`config.mk`:
```
export PLATFORM = sky130hd
export DESIGN_NAME = ata_rst_ctl
export DESIGN_NICKNAME = d
export VERILOG_FILES = /design/src/rtl/ata_rst_pkg.sv /design/src/rtl/ata_dctl_dec.sv /design/src/rtl/ata_rst_seq.sv /design/src/rtl/ata_irq_gate.sv /design/src/rtl/ata_rst_ctl.sv
export SDC_FILE = /design/constraint.sdc
export NUM_CORES = 1
export LEC_CHECK = 0
export ABC_CLOCK_PERIOD_IN_PS = 2100
export BUFFER_PORTS_ARGS = -buffer_cell sky130_fd_sc_hd__buf_4
export CORE_MARGIN = 1.5
export CORE_UTILIZATION = 37
export DETAILED_ROUTE_END_ITERATION = 16
export SLEW_MARGIN = 5
export SYNTH_ARGS = -nofsm -noshare
export SYNTH_HDL_FRONTEND = slang
export SYNTH_SLANG_ARGS = --single-unit
```
`constraint.sdc`:
```
create_clock -name clk -period 2.1 [get_ports clk]
set_clock_uncertainty 0.1 [all_clocks]
set_input_delay 0.21 -clock clk [delete_from_list [all_inputs] [get_ports clk]]
set_output_delay 0.21 -clock clk [all_outputs]
set_load 0.01 [all_outputs]
```
`src/rtl/ata_rst_pkg.sv`:
```
package ata_rst_pkg;

    typedef enum logic [1:0] {
        CLS_NONE = 2'd0,
        CLS_DEV  = 2'd1,
        CLS_SOFT = 2'd2,
        CLS_HARD = 2'd3
    } rst_cls_e;

    // Device Control field positions decoded by both drives
    localparam int DC_DEV0_BIT = 4;
    localparam int DC_DEV1_BIT = 5;
    localparam int DC_SRST_BIT = 2;
    localparam int DC_NIEN_BIT = 1;

    localparam logic [7:0] CMD_DEV_RESET = 8'h08;

    typedef struct packed {
        logic dev0_rst;
        logic dev1_rst;
        logic srst;
        logic nien;
    } dctl_t;

endpackage

```
`src/rtl/ata_dctl_dec.sv`:
```
module ata_dctl_dec
    import ata_rst_pkg::*;
(
    input  logic       clk,
    input  logic       rst_n,
    input  logic       dc_wr,
    input  logic       cmd_wr,
    input  logic [7:0] wr_data,
    input  logic       dev_strap,
    input  logic       dev_sel,
    input  logic       sleeping,
    output logic       soft_trig,
    output logic       dev_trig,
    output logic       nien
);

    typedef struct packed {
        dctl_t ctl;
    } dec_state_t;

    dec_state_t st_q, st_d;
    dctl_t      wr_ctl;
    logic       own_new;
    logic       own_old;
    logic       dc_dev;
    logic       cmd_dev;

    always_comb begin
        wr_ctl.dev0_rst = wr_data[DC_DEV0_BIT];
        wr_ctl.dev1_rst = wr_data[DC_DEV1_BIT];
        wr_ctl.srst     = wr_data[DC_SRST_BIT];
        wr_ctl.nien     = wr_data[DC_NIEN_BIT];

        st_d = st_q;
        if (dc_wr) begin
            st_d.ctl = wr_ctl;
        end

        // each drive looks only at its own per-drive reset bit
        own_new = dev_strap ? wr_ctl.dev1_rst : wr_ctl.dev0_rst;
        own_old = dev_strap ? st_q.ctl.dev1_rst : st_q.ctl.dev0_rst;

        soft_trig = dc_wr && wr_ctl.srst && !st_q.ctl.srst;
        dc_dev    = dc_wr && !wr_ctl.srst && own_new && !own_old;
        cmd_dev   = cmd_wr && !dc_wr && !sleeping
                    && (dev_sel == dev_strap) && (wr_data == CMD_DEV_RESET);
        dev_trig  = dc_dev || cmd_dev;
        nien      = st_q.ctl.nien;
    end

    always_ff @(posedge clk or negedge rst_n) begin
        if (!rst_n) begin
            st_q <= '0;
        end else begin
            st_q <= st_d;
        end
    end

endmodule

```
`src/rtl/ata_rst_seq.sv`:
```
module ata_rst_seq
    import ata_rst_pkg::*;
#(
    parameter int BUSY_CYC = 8
) (
    input  logic       clk,
    input  logic       rst_n,
    input  logic       soft_trig,
    input  logic       dev_trig,
    output logic       bsy,
    output logic       start_hard,
    output logic       start_soft,
    output logic       start_dev,
    output logic       done_vld,
    output logic [1:0] done_cls,
    output logic       pdiag_tgl
);

    localparam int CNT_W = (BUSY_CYC > 2) ? $clog2(BUSY_CYC) : 1;
    localparam logic [CNT_W-1:0] CNT_LAST = CNT_W'(BUSY_CYC - 1);

    typedef struct packed {
        logic             busy;
        rst_cls_e         cls;
        logic [CNT_W-1:0] cnt;
        logic             st_hard;
        logic             st_soft;
        logic             st_dev;
        logic             done;
        rst_cls_e         done_cls;
        logic             pdiag;
    } seq_state_t;

    seq_state_t q, d;
    logic       soft_ok;
    logic       dev_ok;

    always_comb begin
        d         = q;
        d.st_hard = 1'b0;
        d.st_soft = 1'b0;
        d.st_dev  = 1'b0;
        d.done    = 1'b0;
        d.pdiag   = 1'b0;

        if (q.busy) begin
            if (q.cnt == CNT_LAST) begin
                d.busy     = 1'b0;
                d.cnt      = '0;
                d.done     = 1'b1;
                d.done_cls = q.cls;
                d.pdiag    = (q.cls != CLS_DEV);
                d.cls      = CLS_NONE;
            end else begin
                d.cnt = q.cnt + 1'b1;
            end
        end

        // priority: hardware (async pin) > software > device
        soft_ok = soft_trig && (!q.busy || q.cls != CLS_HARD);
        dev_ok  = dev_trig && !soft_trig && !q.busy;

        if (soft_ok) begin
            d.busy    = 1'b1;
            d.cls     = CLS_SOFT;
            d.cnt     = '0;
            d.st_soft = 1'b1;
            d.done    = 1'b0;
            d.pdiag   = 1'b0;
        end else if (dev_ok) begin
            d.busy   = 1'b1;
            d.cls    = CLS_DEV;
            d.cnt    = '0;
            d.st_dev = 1'b1;
        end
    end

    always_ff @(posedge clk or negedge rst_n) begin
        if (!rst_n) begin
            q          <= '0;
            q.busy     <= 1'b1;
            q.cls      <= CLS_HARD;
            q.st_hard  <= 1'b1;
            q.done_cls <= CLS_NONE;
        end else begin
            q <= d;
        end
    end

    assign bsy        = q.busy;
    assign start_hard = q.st_hard;
    assign start_soft = q.st_soft;
    assign start_dev  = q.st_dev;
    assign done_vld   = q.done;
    assign done_cls   = q.done ? q.done_cls : CLS_NONE;
    assign pdiag_tgl  = q.pdiag;

endmodule

```
`src/rtl/ata_irq_gate.sv`:
```
module ata_irq_gate (
    input  logic nien,
    input  logic dev_strap,
    input  logic dev_sel,
    output logic intrq_oe
);

    always_comb begin
        intrq_oe = !nien && (dev_sel == dev_strap);
    end

endmodule

```
`src/rtl/ata_rst_ctl.sv`:
```
module ata_rst_ctl #(
    parameter int BUSY_CYC = 8
) (
    input  logic       clk,
    input  logic       rst_pin_n,
    input  logic       dc_wr,
    input  logic       cmd_wr,
    input  logic [7:0] wr_data,
    input  logic       dev_strap,
    input  logic       dev_sel,
    input  logic       sleeping,
    output logic       bsy,
    output logic       start_hard,
    output logic       start_soft,
    output logic       start_dev,
    output logic       done_vld,
    output logic [1:0] done_cls,
    output logic       pdiag_tgl,
    output logic       intrq_oe
);

    logic soft_trig;
    logic dev_trig;
    logic nien;

    ata_dctl_dec u_dec (
        .clk       (clk),
        .rst_n     (rst_pin_n),
        .dc_wr     (dc_wr),
        .cmd_wr    (cmd_wr),
        .wr_data   (wr_data),
        .dev_strap (dev_strap),
        .dev_sel   (dev_sel),
        .sleeping  (sleeping),
        .soft_trig (soft_trig),
        .dev_trig  (dev_trig),
        .nien      (nien)
    );

    ata_rst_seq #(
        .BUSY_CYC (BUSY_CYC)
    ) u_seq (
        .clk        (clk),
        .rst_n      (rst_pin_n),
        .soft_trig  (soft_trig),
        .dev_trig   (dev_trig),
        .bsy        (bsy),
        .start_hard (start_hard),
        .start_soft (start_soft),
        .start_dev  (start_dev),
        .done_vld   (done_vld),
        .done_cls   (done_cls),
        .pdiag_tgl  (pdiag_tgl)
    );

    ata_irq_gate u_irq (
        .nien      (nien),
        .dev_strap (dev_strap),
        .dev_sel   (dev_sel),
        .intrq_oe  (intrq_oe)
    );

endmodule

```
==> reports/results.tsv, run 1 <==
metric	value	unit
gp weighted congestion	0.7204	
via count	561	
fmax	0.6236	GHz
final cell count without fillers	118	
total global routing track utilization	14.25	%
share of async-settable or async-resettable flops after synthesis	100.0	%
share of the synthesized area in the top cell type	42.55	%
Final Cycle Share	76.36	%
drt first pass iters	3	
Cell Area, Synth	764.5	um2
initial antenna violation count	0	
layout overhead on the synthesized area	30.93	%
worst-case vdd ir drop	0.3724	mV
# H-tree levels	1	
drt initial violations	4	
mean post-synth cell area	11.95	um2
Port Buffer Count	23	
Hold/Removal Path Class	input pin to flip-flop	
peak fanout along the critical path	3	
crit end category	flip-flop	
largest net degree at the start of global routing	18	
FF-to-FF End	u_seq.q[7]	
most common cell after layout, fill and taps aside	buf_4	
post-route design area	1001	um2
Routed WL	1.437	mm
vias in the first global route	595	
RSZ-0062 raised after global routing	no	
final core utilization	51.02	%
final setup violating endpoints	0	
hold depth	2	
# rows	16	
first-pass GRT wire length	2.559	mm
Placed Area	963.4	um2
core area	1962	um2
met3 usage	3.086	%
critical path class	flip-flop to flip-flop	
CTS tree	built	
R2R cell count	4	
R2R Setup Slk	500	ps
CTS Buf Count	3	
post-route ant nets	0	
global routing's busiest layer	met2	
Final min period	1604	ps
GR Util met1	17.00	%
commonest cells after routing, fill and taps aside	buf_4, dfrtp_1, nand2_1	
max cap viols	0	
# clock sinks	17	
die area	2348	um2
Clk Latency, worst-skew pair	280	ps
layout cell share with drive strength beyond 1	45.05	%
Main synth FF type	dfrtp_1	
Hold Crit Endpoint	u_dec.nien	
Antenna Cells	0	
nets	109	
P per Cell Area	922.5	nW/um2
final hold violation count	0	
cell count after synthesis	64	
#FFs+latches synth	17	
dpl cells	113	
DR vias/cell	4.754	
Worst EP arrival	1710	ps
Leak	0.0004813	uW
global-route met2 utilization	24.31	%
Post-route DRC	0	
GRT overflow	0	
Reg clk slew, reported paths	100	ps
maximum clock insertion buffer count	2	
hold_sp	wr_data[1]	
Die Wd	48.46	um
EDFF count, synth	0	
Root Buffer	clkbuf_4	
fillers	192	
Synth warnings	0	
Synth cell types	27	
Pins Over Slew Limit	0	
reg2reg start	u_seq.q[7]	
Synth area leader	dfrtp_1	
routed length per instance	12.18	um
syn_nets	81	
outcome	finished, final reports clean	
type of origin of the critical path	flip-flop	
Worst Path Required	2210	ps
sequential-to-total area share from yosys stat	56.30	%
Synth area leaders	dfrtp_1, dfstp_2, mux2_2, nand2_1, ha_1	
Die H	48.46	um
Ports	24	
Sum Neg Setup Slack	0	ps
Starting Density	38.97	%
-- final cells by class --
| type | count | area, um2 | share of cell area (%) |
|---|---|---|---|
| Tap cell | 27 | 33.78 | 3.375 |
| Inverter | 2 | 7.507 | 0.7500 |
| Clock inverter | 1 | 5.005 | 0.5000 |
| Multi-Input combinational cell | 44 | 319.1 | 31.87 |
| Sequential cell | 17 | 430.4 | 43.00 |
| Clock buffer | 3 | 22.52 | 2.250 |
| Timing Repair Buffer | 24 | 182.7 | 18.25 |
-- worst max-delay path by stage --
stage	start	endpoint	slack, ps	cells past startpoint
floorplan	u_seq.q[7]	u_seq.q[7]	600	4
global placement	u_seq.q[7]	u_seq.q[7]	570	4
detailed placement	u_seq.q[7]	u_seq.q[7]	520	4
CTS	u_seq.q[7]	u_seq.q[7]	490	4
global route	u_seq.q[7]	u_seq.q[7]	410	4
finish	u_seq.q[7]	u_seq.q[7]	500	4
-- worst max-delay path, stage by stage (launching register included) --
cell     delay (ps)
dfrtp_1         410
ha_1            210
ha_1            200
or4b_1          520
o21ai_0          90
-- layer usage --
layer	share of wire [%]	vias up
li1	-	282
met1	48	266
met2	48	11
met3	3.1	2
met4	1.5	0
met5	0	-
-- cells in the mapped netlist (all sizes together) (2+ instances only) --
library cell / n
a21oi: 3
and2: 3
dfrtp: 13
dfstp: 4
ha: 2
inv: 2
mux2: 6
nand2: 8
nor2: 4
nor2b: 2
o22ai: 2
-- where the power goes --
group          total (uW)  internal (uW)  switching, uW  leakage (uW)
registers             497            428           69.6      0.000206
clock network         169           70.6           98.9     0.0000177
logic                 257            139            117      0.000258
-- flip-flops by register name, summed over array words and instances, names as in the netlist --
| signal | count |
|---|---|
| u_seq.start_dev | 1 |
| u_seq.start_soft | 1 |
| u_seq.pdiag_tgl | 1 |
| u_seq.start_hard | 1 |
| u_seq.q | 7 |
| u_dec.nien | 1 |
| u_dec.st_q | 3 |
| u_seq.done_vld | 1 |
| u_seq.bsy | 1 |
-- cells by family (layout without fill, tap and decap cells) --
logic type,Yosys count,count (layout),synth area share [%]
AO/OA/AOI/OAI,11,11,10.96
XOR/XNOR,1,1,1.146
adder cells (fa/ha/maj),2,2,3.273
buffers and inverters,3,30,1.965
flip-flops,17,17,56.30
multiplexers,7,7,10.15
other,1,1,0.4905
AND/OR/NAND/NOR,22,22,15.71
-- metrics by stage --
stage	worst slack, ps	power [uW]	hold slack (ps)
2_1_floorplan	603.9	655.9	-185.6
3_3_place_gp	565.8	754.9	-16.93
3_5_place_dp	521.8	760.6	-17.57
4_1_cts	487.2	935.3	60.75
5_1_grt	406.0	999.5	49.92
6_report	496.5	923.3	71.09
-- repair_timing --
action | 4_1_cts | 5_1_grt
setup endpoints to repair | 0 | 0
gates resized for setup | 0 | 0
buffers inserted | 0 | 0
hold endpoints to repair | 17 | 0
hold buffers | 1 | 0
No activity file was read; power rests on OpenSTA's default activity.
==> inputs of run 2 (changes only) <==
- ABC_AREA: default -> 1
- ABC_CLOCK_PERIOD_IN_PS: 2100 -> 1500
- clock period: 2.1 -> 1.5 ns (I/O delays scaled with it)
==> run 2 against run 1 <==
Die area up 2.9%. Final area up 6.2%. First-iteration DRC count up 75%. Hold slack worse by 47 ps. Combinational power up 50%. Maximum frequency up 15%. Via count up 14%. Wire length up 2.6%. Power up 43%. Register-to-register slack worse by 400 ps. Non-clock buffer count up 3. Critical endpoint is now u_seq.q[10].
==> reports/results.tsv, run 2 <==
metric	value	unit
outcome	finished, final reports clean	
Hold/Removal Path Class	input pin to flip-flop	
gp weighted congestion	0.7018	
count leader, synth	nand2_1	
Post-route DRC	0	
syn_nets	108	
#FFs+latches synth	17	
hold_sp	dc_wr	
Worst Path Required	1600	ps
routed length per instance	9.893	um
post-CTS setup buffers	0	
share of async-settable or async-resettable flops after synthesis	100.0	%
Synth cell types	19	
worst-case vdd ir drop	0.8329	mV
Post-synth top cells	nand2_1, dfrtp_1, inv_1	
Crit-path slowest cell	dfrtp_1	
Worst path max stage delay	400	ps
Worst EP arrival	1500	ps
Cell Area, Synth	788.3	um2
GRT overflow	0	
Routed WL	1.474	mm
Sum Neg Setup Slack	0	ps
Synth warnings	0	
# clock sinks	17	
DR vias/cell	4.302	
initial antenna violation count	0	
die area	2416	um2
first-pass GRT wire length	2.615	mm
CTS Buf Count	3	
Detail Placement HPWL	1.147	mm
most common cell after layout, fill and taps aside	nand2_1	
Synth area leader	dfrtp_1	
Pins Over Slew Limit	0	
final hold violation count	0	
vias in the first global route	627	
Die H	49.16	um
Regs by FF count	u_seq.q x7, u_dec.st_q x3	
Reg clk slew, reported paths	90	ps
met3 usage	3.681	%
commonest cells after routing, fill and taps aside	nand2_1, buf_4, inv_1, dfrtp_1, nor2_1	
via count	641	
cell count after synthesis	91	
total global routing track utilization	14.10	%
core area	1982	um2
layout overhead on the synthesized area	34.92	%
# rows	16	
layout cell share with drive strength beyond 1	29.51	%
nets	140	
CTS tree	built	
CP top delay family	adder cells	
Root Buffer	clkbuf_4	
fmax	0.7147	GHz
max cap viols	0	
final setup violating endpoints	0	
# H-tree levels	1	
final cell count without fillers	149	
CP Buf/Inv Count	1	
EDFF count, synth	0	
largest net degree at the start of global routing	18	
drt initial violations	7	
crit path from	u_seq.q[7]	
type of origin of the critical path	flip-flop	
Port Buffer Count	23	
drt first pass iters	3	
max reg flops	7	
global routing's busiest layer	met2	
critical path class	flip-flop to flip-flop	
global-route met2 utilization	22.97	%
Synth area leaders	dfrtp_1, dfstp_2, nand2_1, inv_1, nor2_1	
Die Wd	49.16	um
Final Cycle Share	93.28	%
Antenna Cells	0	
Clk Latency, worst-skew pair	280	ps
Starting Density	39.77	%
reg2reg start	u_seq.q[7]	
P per Cell Area	1243	nW/um2
Most common cell on crit path	ha_1	
post-route ant nets	0	
R2R Setup Slk	100	ps
Ports	24	
Final min period	1399	ps
CP Cell Sequence	ha_1 -> ha_1 -> nand2_2 -> inv_1 -> o31ai_1	
maximum clock insertion buffer count	2	
final core utilization	53.66	%
Main synth FF type	dfrtp_1	
GR Util met1	17.30	%
dpl cells	141	
most flop-heavy register	u_seq.q	
share of the synthesized area in the top cell type	41.27	%
crit end category	flip-flop	
RSZ-0062 raised after global routing	no	
peak fanout along the critical path	6	
Leak	0.0005974	uW
sequential-to-total area share from yosys stat	54.60	%
mean post-synth cell area	8.662	um2
==> run 2: per-stage QoR <==
stage               area (um2)  worst slack (ps)  power (uW)  hold slack, ps
finish                    1064             100.7        1322           23.83
global placement         994.7             110.8        1077          -78.46
CTS                       1061             37.25        1343           20.27
global route              1064             2.346        1441           4.280
detailed placement       994.7             61.90        1092          -76.62
floorplan                788.3             149.9       934.3          -245.6
==> run 2: area by class of cell <==
class / count / area, um2
flip-flops and latches: 17 / 430.4
inverters: 14 / 52.55
well taps: 27 / 33.78
multi-input cells: 60 / 307.8
fillers: 193 / 918.4
clock buffers: 4 / 26.28
repair buffers: 27 / 212.7
==> run 2: cell families after synthesis <==
kind of cell    after synthesis  synth area share, %
compound gates                8                8.095
fa+ha+maj                     2                3.174
buf+inv                      14                6.667
flops                        17                54.60
other cells                   1               0.4757
simple gates                 49                26.98
==> run 2: path summary, 6_finish.rpt <==
kind | endpoint | cells after the start
hold reg to reg | u_dec.nien | 2
setup reg to reg | u_seq.q[10] | 5
max in group asynchronous | u_seq.start_hard | 2
min in group asynchronous | u_dec.st_q[3] | 2
hold / removal | u_dec.st_q[3] | 2
setup / recovery | u_seq.q[10] | 5
==> run 2: report_power, final <==
part,switching [uW],internal (uW)
combinational,210,175
clock,127,103
sequential,99.4,607
total,437,886
==> run 2: repair_timing <==
| item | in CTS | in global routing |
|---|---|---|
| endpoints found under the setup margin | 0 | 1 |
| endpoints found under the hold margin | 20 | 0 |
| resized for setup | 0 | 1 |
| hold buffers | 4 | 0 |
==> run 2: routing by layer <==
metal	share of wire, %	vias up
met3	3.6	2
met1	49	282
met4	0.95	0
met5	0	-
li1	-	346
met2	46	11
